$ cat src/rtl/nrom_pkg.sv
package nrom_pkg;
  localparam int NIB_W  = 4;
  localparam int DIGITS = 5;
  localparam int PTR_W  = NIB_W * DIGITS;

  typedef logic [PTR_W-1:0] bcd_ptr_t;
  typedef enum logic [1:0] {SQ_CMD, SQ_LOAD, SQ_RADR, SQ_RDAT} sq_state_t;

  localparam logic [NIB_W-1:0] OP_NOP  = 4'h0;
  localparam logic [NIB_W-1:0] OP_LOAD = 4'h9;
  localparam logic [NIB_W-1:0] OP_RADR = 4'hA;
  localparam logic [NIB_W-1:0] OP_RD1  = 4'hB;
  localparam logic [NIB_W-1:0] OP_RD8  = 4'hC;

  // packed decimal to binary, most significant digit first
  function automatic int unsigned bcd_to_bin(bcd_ptr_t p);
    int unsigned acc = 0;
    for (int d = DIGITS - 1; d >= 0; d--)
      acc = acc * 10 + 32'(p[d*NIB_W +: NIB_W]);
    return acc;
  endfunction

  function automatic bcd_ptr_t bin_to_bcd(int unsigned v);
    bcd_ptr_t r = '0;
    int unsigned t = v;
    for (int d = 0; d < DIGITS; d++) begin
      r[d*NIB_W +: NIB_W] = NIB_W'(t % 10);
      t = t / 10;
    end
    return r;
  endfunction

  // one decimal step; the last valid address folds to zero
  function automatic bcd_ptr_t bcd_step(bcd_ptr_t p, bcd_ptr_t last);
    bcd_ptr_t r = '0;
    logic carry = 1'b1;
    logic [NIB_W-1:0] dig;
    if (p == last) return '0;
    for (int d = 0; d < DIGITS; d++) begin
      dig = p[d*NIB_W +: NIB_W];
      if (carry && dig >= 4'd9) begin
        r[d*NIB_W +: NIB_W] = '0;
      end else if (carry) begin
        r[d*NIB_W +: NIB_W] = dig + 4'd1;
        carry = 1'b0;
      end else begin
        r[d*NIB_W +: NIB_W] = dig;
      end
    end
    return r;
  endfunction

  function automatic logic [7:0] rom_byte(int unsigned idx, int unsigned depth,
                                          logic [7:0] key);
    if (idx < depth) return 8'(idx) ^ key;
    return 8'hFF;
  endfunction
endpackage

$ cat src/rtl/nrom_slot_timer.sv
module nrom_slot_timer #(
  parameter int STATES = 4
) (
  input  logic clk,
  input  logic rst_n,
  input  logic sel,
  output logic slot_end
);
  localparam int PH_W = (STATES > 1) ? $clog2(STATES) : 1;
  localparam logic [PH_W-1:0] PH_LAST = PH_W'(STATES - 1);

  logic [PH_W-1:0] phase;

  always_ff @(posedge clk or negedge rst_n) begin
    if (!rst_n)               phase <= '0;
    else if (!sel)            phase <= '0;
    else if (phase == PH_LAST) phase <= '0;
    else                      phase <= phase + 1'b1;
  end

  assign slot_end = sel && (phase == PH_LAST);
endmodule

$ cat src/rtl/nrom_pointer.sv
module nrom_pointer
  import nrom_pkg::*;
(
  input  logic     clk,
  input  logic     rst_n,
  input  logic     wr,
  input  bcd_ptr_t nxt,
  output bcd_ptr_t ptr
);
  always_ff @(posedge clk or negedge rst_n) begin
    if (!rst_n)  ptr <= '0;
    else if (wr) ptr <= nxt;
  end
endmodule

$ cat src/rtl/nrom_sequencer.sv
module nrom_sequencer
  import nrom_pkg::*;
#(
  parameter int       BURST_BYTES = 8,
  parameter int       CNT_W       = 4,
  parameter bcd_ptr_t LAST_BCD    = '0
) (
  input  logic             clk,
  input  logic             rst_n,
  input  logic             sel,
  input  logic             slot_end,
  input  logic [NIB_W-1:0] bus_i,
  input  bcd_ptr_t         ptr,
  output sq_state_t        state,
  output logic [CNT_W-1:0] cnt,
  output bcd_ptr_t         cursor,
  output logic             ptr_wr,
  output bcd_ptr_t         ptr_nxt
);
  localparam logic [CNT_W-1:0] DIG_LAST   = CNT_W'(DIGITS - 1);
  localparam logic [CNT_W-1:0] BURST_LAST = CNT_W'(2 * BURST_BYTES - 1);
  localparam int               SH_W       = PTR_W - NIB_W;

  logic [CNT_W-1:0] last_cnt;
  logic [SH_W-1:0]  shadow;
  logic             load_done, read_done;

  assign load_done = slot_end && (state == SQ_LOAD) && (cnt == DIG_LAST);
  assign read_done = slot_end && (state == SQ_RDAT) && (cnt == last_cnt);

  always_ff @(posedge clk or negedge rst_n) begin
    if (!rst_n) begin
      state    <= SQ_CMD;
      cnt      <= '0;
      last_cnt <= '0;
      cursor   <= '0;
      shadow   <= '0;
    end else if (!sel) begin
      state <= SQ_CMD;
      cnt   <= '0;
    end else if (slot_end) begin
      case (state)
        SQ_CMD: begin
          cnt    <= '0;
          cursor <= ptr;
          case (bus_i)
            OP_LOAD: state <= SQ_LOAD;
            OP_RADR: state <= SQ_RADR;
            OP_RD1: begin
              state    <= SQ_RDAT;
              last_cnt <= CNT_W'(1);
            end
            OP_RD8: begin
              state    <= SQ_RDAT;
              last_cnt <= BURST_LAST;
            end
            default: state <= SQ_CMD;
          endcase
        end
        SQ_LOAD: begin
          if (cnt == DIG_LAST) begin
            state <= SQ_CMD;
          end else begin
            shadow[int'(cnt)*NIB_W +: NIB_W] <= bus_i;
            cnt <= cnt + 1'b1;
          end
        end
        SQ_RADR: begin
          if (cnt == DIG_LAST) state <= SQ_CMD;
          else                 cnt   <= cnt + 1'b1;
        end
        default: begin
          if (cnt[0]) cursor <= bcd_step(cursor, LAST_BCD);
          if (cnt == last_cnt) state <= SQ_CMD;
          else                 cnt   <= cnt + 1'b1;
        end
      endcase
    end
  end

  always_comb begin
    ptr_wr  = sel && (load_done || read_done);
    ptr_nxt = (state == SQ_LOAD) ? {bus_i, shadow} : bcd_step(cursor, LAST_BCD);
  end
endmodule

$ cat src/rtl/nibble_rom_slave.sv
module nibble_rom_slave
  import nrom_pkg::*;
#(
  parameter int         ROM_BYTES       = 15000,
  parameter int         BURST_BYTES     = 8,
  parameter int         STATES_PER_XFER = 4,
  parameter logic [7:0] FILL_KEY        = 8'h5A
) (
  input  logic       clk,
  input  logic       rst_n,
  input  logic       sel,
  input  logic [3:0] bus_i,
  output logic [3:0] bus_o,
  output logic       bus_oe
);
  localparam int       SPAN      = (2 * BURST_BYTES > DIGITS) ? 2 * BURST_BYTES : DIGITS;
  localparam int       CNT_W     = $clog2(SPAN);
  localparam bcd_ptr_t LAST_BCD  = bin_to_bcd(ROM_BYTES - 1);

  // named internal events, observed by the bound checker
  logic             slot_end;
  logic             ptr_wr;
  bcd_ptr_t         ptr_q, ptr_nxt, cursor;
  sq_state_t        sq_state;
  logic [CNT_W-1:0] sq_cnt;
  logic             rd_data_mode;
  logic [7:0]       cur_byte;

  nrom_slot_timer #(.STATES(STATES_PER_XFER)) u_timer (
    .clk(clk), .rst_n(rst_n), .sel(sel), .slot_end(slot_end)
  );

  nrom_pointer u_ptr (
    .clk(clk), .rst_n(rst_n), .wr(ptr_wr), .nxt(ptr_nxt), .ptr(ptr_q)
  );

  nrom_sequencer #(
    .BURST_BYTES(BURST_BYTES), .CNT_W(CNT_W), .LAST_BCD(LAST_BCD)
  ) u_seq (
    .clk(clk), .rst_n(rst_n), .sel(sel), .slot_end(slot_end), .bus_i(bus_i),
    .ptr(ptr_q), .state(sq_state), .cnt(sq_cnt), .cursor(cursor),
    .ptr_wr(ptr_wr), .ptr_nxt(ptr_nxt)
  );

  assign rd_data_mode = (sq_state == SQ_RDAT);
  assign cur_byte     = rom_byte(bcd_to_bin(cursor), ROM_BYTES, FILL_KEY);

  always_comb begin
    bus_o  = '0;
    bus_oe = 1'b0;
    if (sel) begin
      case (sq_state)
        SQ_RADR: begin
          bus_oe = 1'b1;
          bus_o  = ptr_q[int'(sq_cnt)*NIB_W +: NIB_W];
        end
        SQ_RDAT: begin
          bus_oe = 1'b1;
          bus_o  = sq_cnt[0] ? cur_byte[7:4] : cur_byte[3:0];
        end
        default: ;
      endcase
    end
  end
endmodule

$ cat config.mk
export PLATFORM = sky130hd
export DESIGN_NAME = nibble_rom_slave
export DESIGN_NICKNAME = d
export VERILOG_FILES = /design/src/rtl/nrom_pkg.sv /design/src/rtl/nrom_slot_timer.sv /design/src/rtl/nrom_pointer.sv /design/src/rtl/nrom_sequencer.sv /design/src/rtl/nibble_rom_slave.sv
export SDC_FILE = /design/constraint.sdc
export NUM_CORES = 1
export LEC_CHECK = 0
export BUFFER_PORTS_ARGS = -buffer_cell sky130_fd_sc_hd__buf_2
export CORE_UTILIZATION = 55
export CTS_BUF_LIST = sky130_fd_sc_hd__clkbuf_8
export DETAILED_ROUTE_END_ITERATION = 10
export GPL_TIMING_DRIVEN = 0
export PLACE_DENSITY = 0.71
export SYNTH_ARGS = -nofsm -noshare
export SYNTH_HDL_FRONTEND = slang
export SYNTH_SLANG_ARGS = --single-unit
$ cat constraint.sdc
create_clock -name clk -period 10.3 [get_ports clk]
set_clock_uncertainty 0.1 [all_clocks]
set_input_delay 1.03 -clock clk [delete_from_list [all_inputs] [get_ports clk]]
set_output_delay 1.03 -clock clk [all_outputs]
set_load 0.03 [all_outputs]
==> flow_metrics.py, run 1 <==
metrics = {
    "grt": {
        "grt_pass1_vias": 6224,
        "grt_max_degree": 67,
        "grt_antenna_before_repair": 0,
        "grt-ovfl-total": 0,
        "grt_pass1_wl_mm": 29.0,
        "grt_usage": 0.254,
    },
    "flow_run": {
        "cap_violations": 0,
    },
    "sta": {
        "setup_ws_ns": 0.738,
        "setup_tns_ns": 0,
        "timing.final.hold_violations": 0,
        "min_period_ns": 9.56,
        "rsz0062_at_grt": "no",
        "final-max-slew-violation-count": 0,
        "period_share": 0.928,
        "relSlewSlack": 0.444,
        "fmax_ghz": 0.105,
        "tightest_slew_ns": 0.834,
        "finalSetupViolations": 0,
    },
    "synth": {
        "syn_avg_cell_area_um2": 8.34,
        "yosys-top-cells-count": "109 x ha_1, 94 x a21oi_1, 88 x nor2_1, 66 x dfrtp_1, 60 x nand2_1",
        "synthFlopType": "dfrtp_1",
        "ys_types": 76,
        "synth_seq_area_share": 0.223,
        "async_flop_share": 1.00,
        "synth-edff-count": 0,
        "yosysWarnings": 0,
        "synth.ff_latch_count": 66,
        "synth_area_leaders": "dfrtp_1 22%, ha_1 18%, a21oi_1 6.3%",
        "yosysMostFrequentCell": "ha_1",
        "yosysTopAreaCellShare": 0.223,
        "yosysTopAreaCell": "dfrtp_1",
        "syn_inst": 889,
        "mappedNetlistArea_mm2": 0.00741,
    },
    "placed_design": {
        "place_hpwl_mm": 13.2,
        "place.gp.congestion": 0.938,
        "post-place-ws_ns": 0.819,
        "io_buffers": 10,
    },
    "drt": {
        "drc": 0,
        "drtPass1Iterations": 5,
        "first_iter_violations": 462,
        "vias": 6373,
        "drt-total-wl_mm": 16.8,
        "routedWlPerCell_um": 15.4,
        "ant_nets": 0,
        "vias_per_cell": 5.82,
    },
    "clocking": {
        "clk_transition_reported_paths_ns": 0.07,
        "clock_latency_ns": 0.37,
        "cts_hold_buf": 0,
        "cts_tree": "yes",
        "root_buffer": "clkbuf_8",
        "cts_buffers": 9,
        "ctsHtreeMaxLevel": 3,
        "clock-sinks": 66,
        "clockBufferDepth": 2,
    },
    "final_layout": {
        "n_antenna_cell": 0,
        "drive_gt1_frac": 0.0751,
        "area_growth_pct": 7.92,
        "layout.nets": 1038,
        "fin_util": 0.606,
    },
    "worst_setup_path": {
        "critPathArrivalTime_ns": 8.43,
        "cpPeakStageDelay_ns": 0.51,
        "cp_slowest_cell": "dfrtp_1",
        "end_kind": "output pin",
        "cp_common_cell": "ha_1",
        "crit_path_start_kind": "flip-flop",
        "path_class": "reg2out",
        "critPathMaxFanout": 9,
        "cp.required_ns": 9.17,
    },
    "outcome": {
        "status": "finished, final reports clean",
    },
    "floorplan": {
        "die_x_um": 118,
        "top_level_ports": 12,
        "core-area_mm2": 0.0132,
        "num_rows": 42,
        "dieArea_mm2": 0.0139,
        "start_util": 0.562,
        "die-height_um": 118,
    },
    "worst_hold_path": {
        "hold_path.class": "reg2reg",
    },
}
## metrics by stage
stage | std cells | area, um^2 | hold WS [ns]
3_5_place_dp | 1076 | 7690 | 0.326
6_report | 1095 | 8000 | 0.342
2_1_floorplan | 890 | 7410 | 0.308
3_3_place_gp | 1076 | 7680 | 0.325
5_1_grt | 1095 | 8000 | 0.360
4_1_cts | 1092 | 7940 | 0.342
## sequential cells by signal, indices dropped and copies added, names as in the netlist
register        flops
u_ptr.ptr          20
u_seq.cnt           4
u_seq.cursor       20
u_seq.last_cnt      2
u_seq.shadow       16
u_seq.state         2
u_timer.phase       2
## path summary, 6_finish.rpt
| check | start | endpoint | slack, ns | depth (start not counted) |
|---|---|---|---|---|
| min in group asynchronous | rst_n | u_seq.cursor[16] | 0.65 | 1 |
| worst max-delay path | u_seq.cursor[16] | bus_o[0] | 0.74 | 31 |
| max in group asynchronous | rst_n | u_seq.cursor[18] | 8.88 | 1 |
| worst min register to register | u_timer.phase[0] | u_timer.phase[0] | 0.34 | 1 |
| worst max register to register | u_seq.cnt[0] | u_seq.shadow[3] | 6.34 | 9 |
| worst min-delay path | u_timer.phase[0] | u_timer.phase[0] | 0.34 | 1 |
## critical path: cells and delay by family, from the launching register on
family	cells	cell delay, ns
AOI/OAI and AO/OA	7	1.35
xor gates and xnor gates	6	1.23
adders and majority gates	8	2.67
buffers and inverters	3	0.45
DFF	1	0.51
muxes	1	0.32
and+or+nand+nor	6	1.52
## layout make-up
cell class | count | area, um^2
multi-input cells | 747 | 5510
clock buffers | 10 | 138
plain buffers | 25 | 95.1
repair buffers | 13 | 75.1
flip-flops and latches | 66 | 1650
well taps | 176 | 220
clock inverters | 6 | 114
inverters | 52 | 195
fillers | 1238 | 5190
## logic make-up after synthesis
| logic type | synth area share |
|---|---|
| buf+inv | 0.0392 |
| xor+xnor | 0.0898 |
| flops | 0.223 |
| simple gates | 0.198 |
| fa+ha+maj | 0.206 |
| other cells | 0.000506 |
| compound gates | 0.197 |
| mux | 0.0468 |
## timing repair
item                                    4_1_cts  5_1_grt
resized for setup                             0        6
buffers inserted                              0        3
endpoints found under the setup margin        0        4
## cell usage in the layout (no fill, tap or decap), types with 3 or more instances in the layout
master       n
fa_1         8
and3_1      11
a21o_1      10
a21oi_1     94
o21a_1       5
mux2i_1     11
nand3b_1     6
nand4_1      6
o21bai_1     6
nor4_1       5
xnor2_1     42
and2_1       6
a22oi_1     11
ha_1       109
nand4b_1     3
a211oi_1     4
a22o_1       4
clkbuf_8    10
o211ai_1     5
or3_1        6
nand2b_1    16
xor2_1      32
dfrtp_1     65
clkbuf_1    24
bufinv_16    3
o2111ai_1    3
nor3_1      22
buf_4        4
buf_2       10
nand2_1     60
o21ai_0     52
nor3b_1      6
nor2b_1     13
nand3_1     21
nor2_1      88
a221oi_1     7
mux2_2      17
inv_1       51
## layer usage
metal	global-route usage	up-vias	share of wire
met1	0.325	2957	0.46
met2	0.443	148	0.49
li1	-	3247	-
met4	0.0785	0	0.019
met3	0.0310	21	0.039
met5	0	-	0
Power of run 1 is not shown: default switching activity piles up to over one toggle a cycle in this logic, so the estimate is an artifact.
==> run 2: changes to the inputs <==
CELL_PAD_IN_SITES_DETAIL_PLACEMENT = 2   (was not set)
CELL_PAD_IN_SITES_GLOBAL_PLACEMENT = 2   (was not set)
CORE_UTILIZATION = 41   (was 55)
PLACE_DENSITY = not set   (was 0.71)
PLACE_DENSITY_LB_ADDON = 0.1   (was not set)
==> run 2 against run 1 <==
Effect of this change:
- core utilization down 14 points
- final cell count up 4.5%
- first-iteration DRC count down 54%
==> flow_metrics.py, run 2 (synthesis results as in run 1) <==
metrics = {
    "outcome": {
        "status": "finished, final reports clean",
    },
    "placed_design": {
        "dpl_cell_area_mm2": 0.00775,
        "dp.cells": 1125,
        "io_buffers": 10,
        "place_hpwl_mm": 18.9,
        "place.gp.congestion": 0.858,
    },
    "final_layout": {
        "drive_gt1_frac": 0.0947,
        "instances_no_fill": 1144,
        "stdcell_area_mm2": 0.00815,
        "multiInputGateArea_mm2": 0.00562,
        "final_cell_mix": "109 x ha_1, 88 x a21oi_1, 87 x nor2_1",
        "largestRegisters": "u_ptr.ptr x20, u_seq.cursor x20, u_seq.shadow x16",
        "register_area_mm2": 0.00165,
        "final_common_cell": "ha_1",
        "n_antenna_cell": 0,
        "layout.nets": 1038,
        "area_growth_pct": 9.91,
        "num-fill-cells": 1963,
    },
    "drt": {
        "routedWlPerCell_um": 20.6,
        "vias_per_cell": 5.95,
        "drc": 0,
        "vias": 6808,
        "drt-total-wl_mm": 23.5,
        "drtPass1Iterations": 4,
        "ant_nets": 0,
        "first_iter_violations": 214,
    },
    "worst_setup_path": {
        "critPathMaxFanout": 7,
        "cp.required_ns": 9.17,
        "cp_top_family": "adder cells",
        "critPathArrivalTime_ns": 8.62,
        "cp_common_cell": "ha_1",
        "path_class": "reg2out",
        "end_kind": "output pin",
        "crit_path_start_kind": "flip-flop",
        "cp_slowest_cell": "fa_1",
        "cpPeakStageDelay_ns": 0.60,
        "cp_num_buf_inv": 4,
    },
    "grt": {
        "grt_antenna_before_repair": 0,
        "grt_pass1_wl_mm": 39.0,
        "grt_max_degree": 67,
        "busiest_layer": "met2",
        "grt.met2_usage": 0.511,
        "grt_usage": 0.267,
        "grt_pass1_vias": 7727,
        "use_met1": 0.303,
        "met3_usage": 0.0205,
        "grt-ovfl-total": 0,
    },
    "floorplan": {
        "top_level_ports": 12,
        "start_util": 0.424,
        "num_rows": 48,
        "die-height_um": 136,
        "dieArea_mm2": 0.0186,
        "die_x_um": 136,
        "core-area_mm2": 0.0175,
    },
    "clocking": {
        "clockBufferDepth": 2,
        "cts_tree": "yes",
        "cts_buffers": 9,
        "clock_latency_ns": 0.36,
        "clock-sinks": 66,
        "ctsHtreeMaxLevel": 3,
        "clk_transition_reported_paths_ns": 0.08,
        "root_buffer": "clkbuf_8",
    },
    "sta": {
        "setup_tns_ns": 0,
        "tightest_slew_ns": 0.876,
        "finalSetupViolations": 0,
        "final-max-slew-violation-count": 0,
        "period_share": 0.946,
        "min_period_ns": 9.75,
        "fmax_ghz": 0.103,
        "relSlewSlack": 0.416,
        "timing.final.hold_violations": 0,
    },
    "flow_run": {
        "cap_violations": 0,
    },
    "worst_hold_path": {
        "hold_path.class": "reg2reg",
    },
}
-- run 2: cell count changes in the layout (fill, tap and decap cells not counted), moves of 2 or more --
cell	delta
xnor2_2	+8
a21oi_2	+6
xnor2_1	-8
a21oi_1	-6
o21ai_1	+2
o21ai_0	-2
xor2_1	-3
inv_1	+2
xor2_2	+3
-- run 2: path summary, 6_finish.rpt --
path	start	to	slack, ns	cells past startpoint
worst max-delay path	u_seq.cursor[17]	bus_o[0]	0.55	35
worst min-delay path	u_timer.phase[0]	u_timer.phase[0]	0.37	1
worst max register to register	u_seq.cnt[0]	u_seq.shadow[1]	6.27	9
worst min register to register	u_timer.phase[0]	u_timer.phase[0]	0.37	1
max in group asynchronous	rst_n	u_seq.cursor[18]	8.81	1
min in group asynchronous	rst_n	u_ptr.ptr[16]	0.68	1
-- run 2: worst reg2reg max path: stages, from the launching register on --
cell,delay [ns]
dfrtp_1,0.55
clkbuf_1,0.59
clkbuf_1,0.47
or3_1,0.18
ha_1,0.31
nor3b_1,0.23
a21oi_1,0.07
nor4_1,0.31
nor4b_1,0.68
mux2_2,0.41
-- run 2: repair_timing --
action	4_1_cts	5_1_grt
pin swaps	0	3
setup buffers	0	3
gates resized for setup	1	28
cloned	0	0
hold buffers	0	0
setup endpoints to repair	4	4
-- run 2: cell type report --
type | count | area share
multi-input cells | 747 | 0.690
flip-flops and latches | 66 | 0.203
well taps | 225 | 0.0346
inverters | 52 | 0.0240
clock buffers | 10 | 0.0169
plain buffers | 25 | 0.0117
clock inverters | 6 | 0.0101
repair buffers | 13 | 0.00952
-- run 2: metal layers --
layer | vias up | wire (um)
li1 | 3247 | -
met1 | 3457 | 9950
met2 | 64 | 12600
met3 | 40 | 319
met4 | 0 | 686
met5 | - | 0
-- run 2: stage by stage --
stage	hold WS [ns]	utilization	worst slack, ns
floorplan	0.308	-	1.63
global placement	0.320	0.443	0.826
detailed placement	0.361	0.443	0.416
CTS	0.376	0.456	0.124
global route	0.383	0.466	-0.0169
finish	0.373	0.466	0.553
Power of run 2 is left out for the same reason.
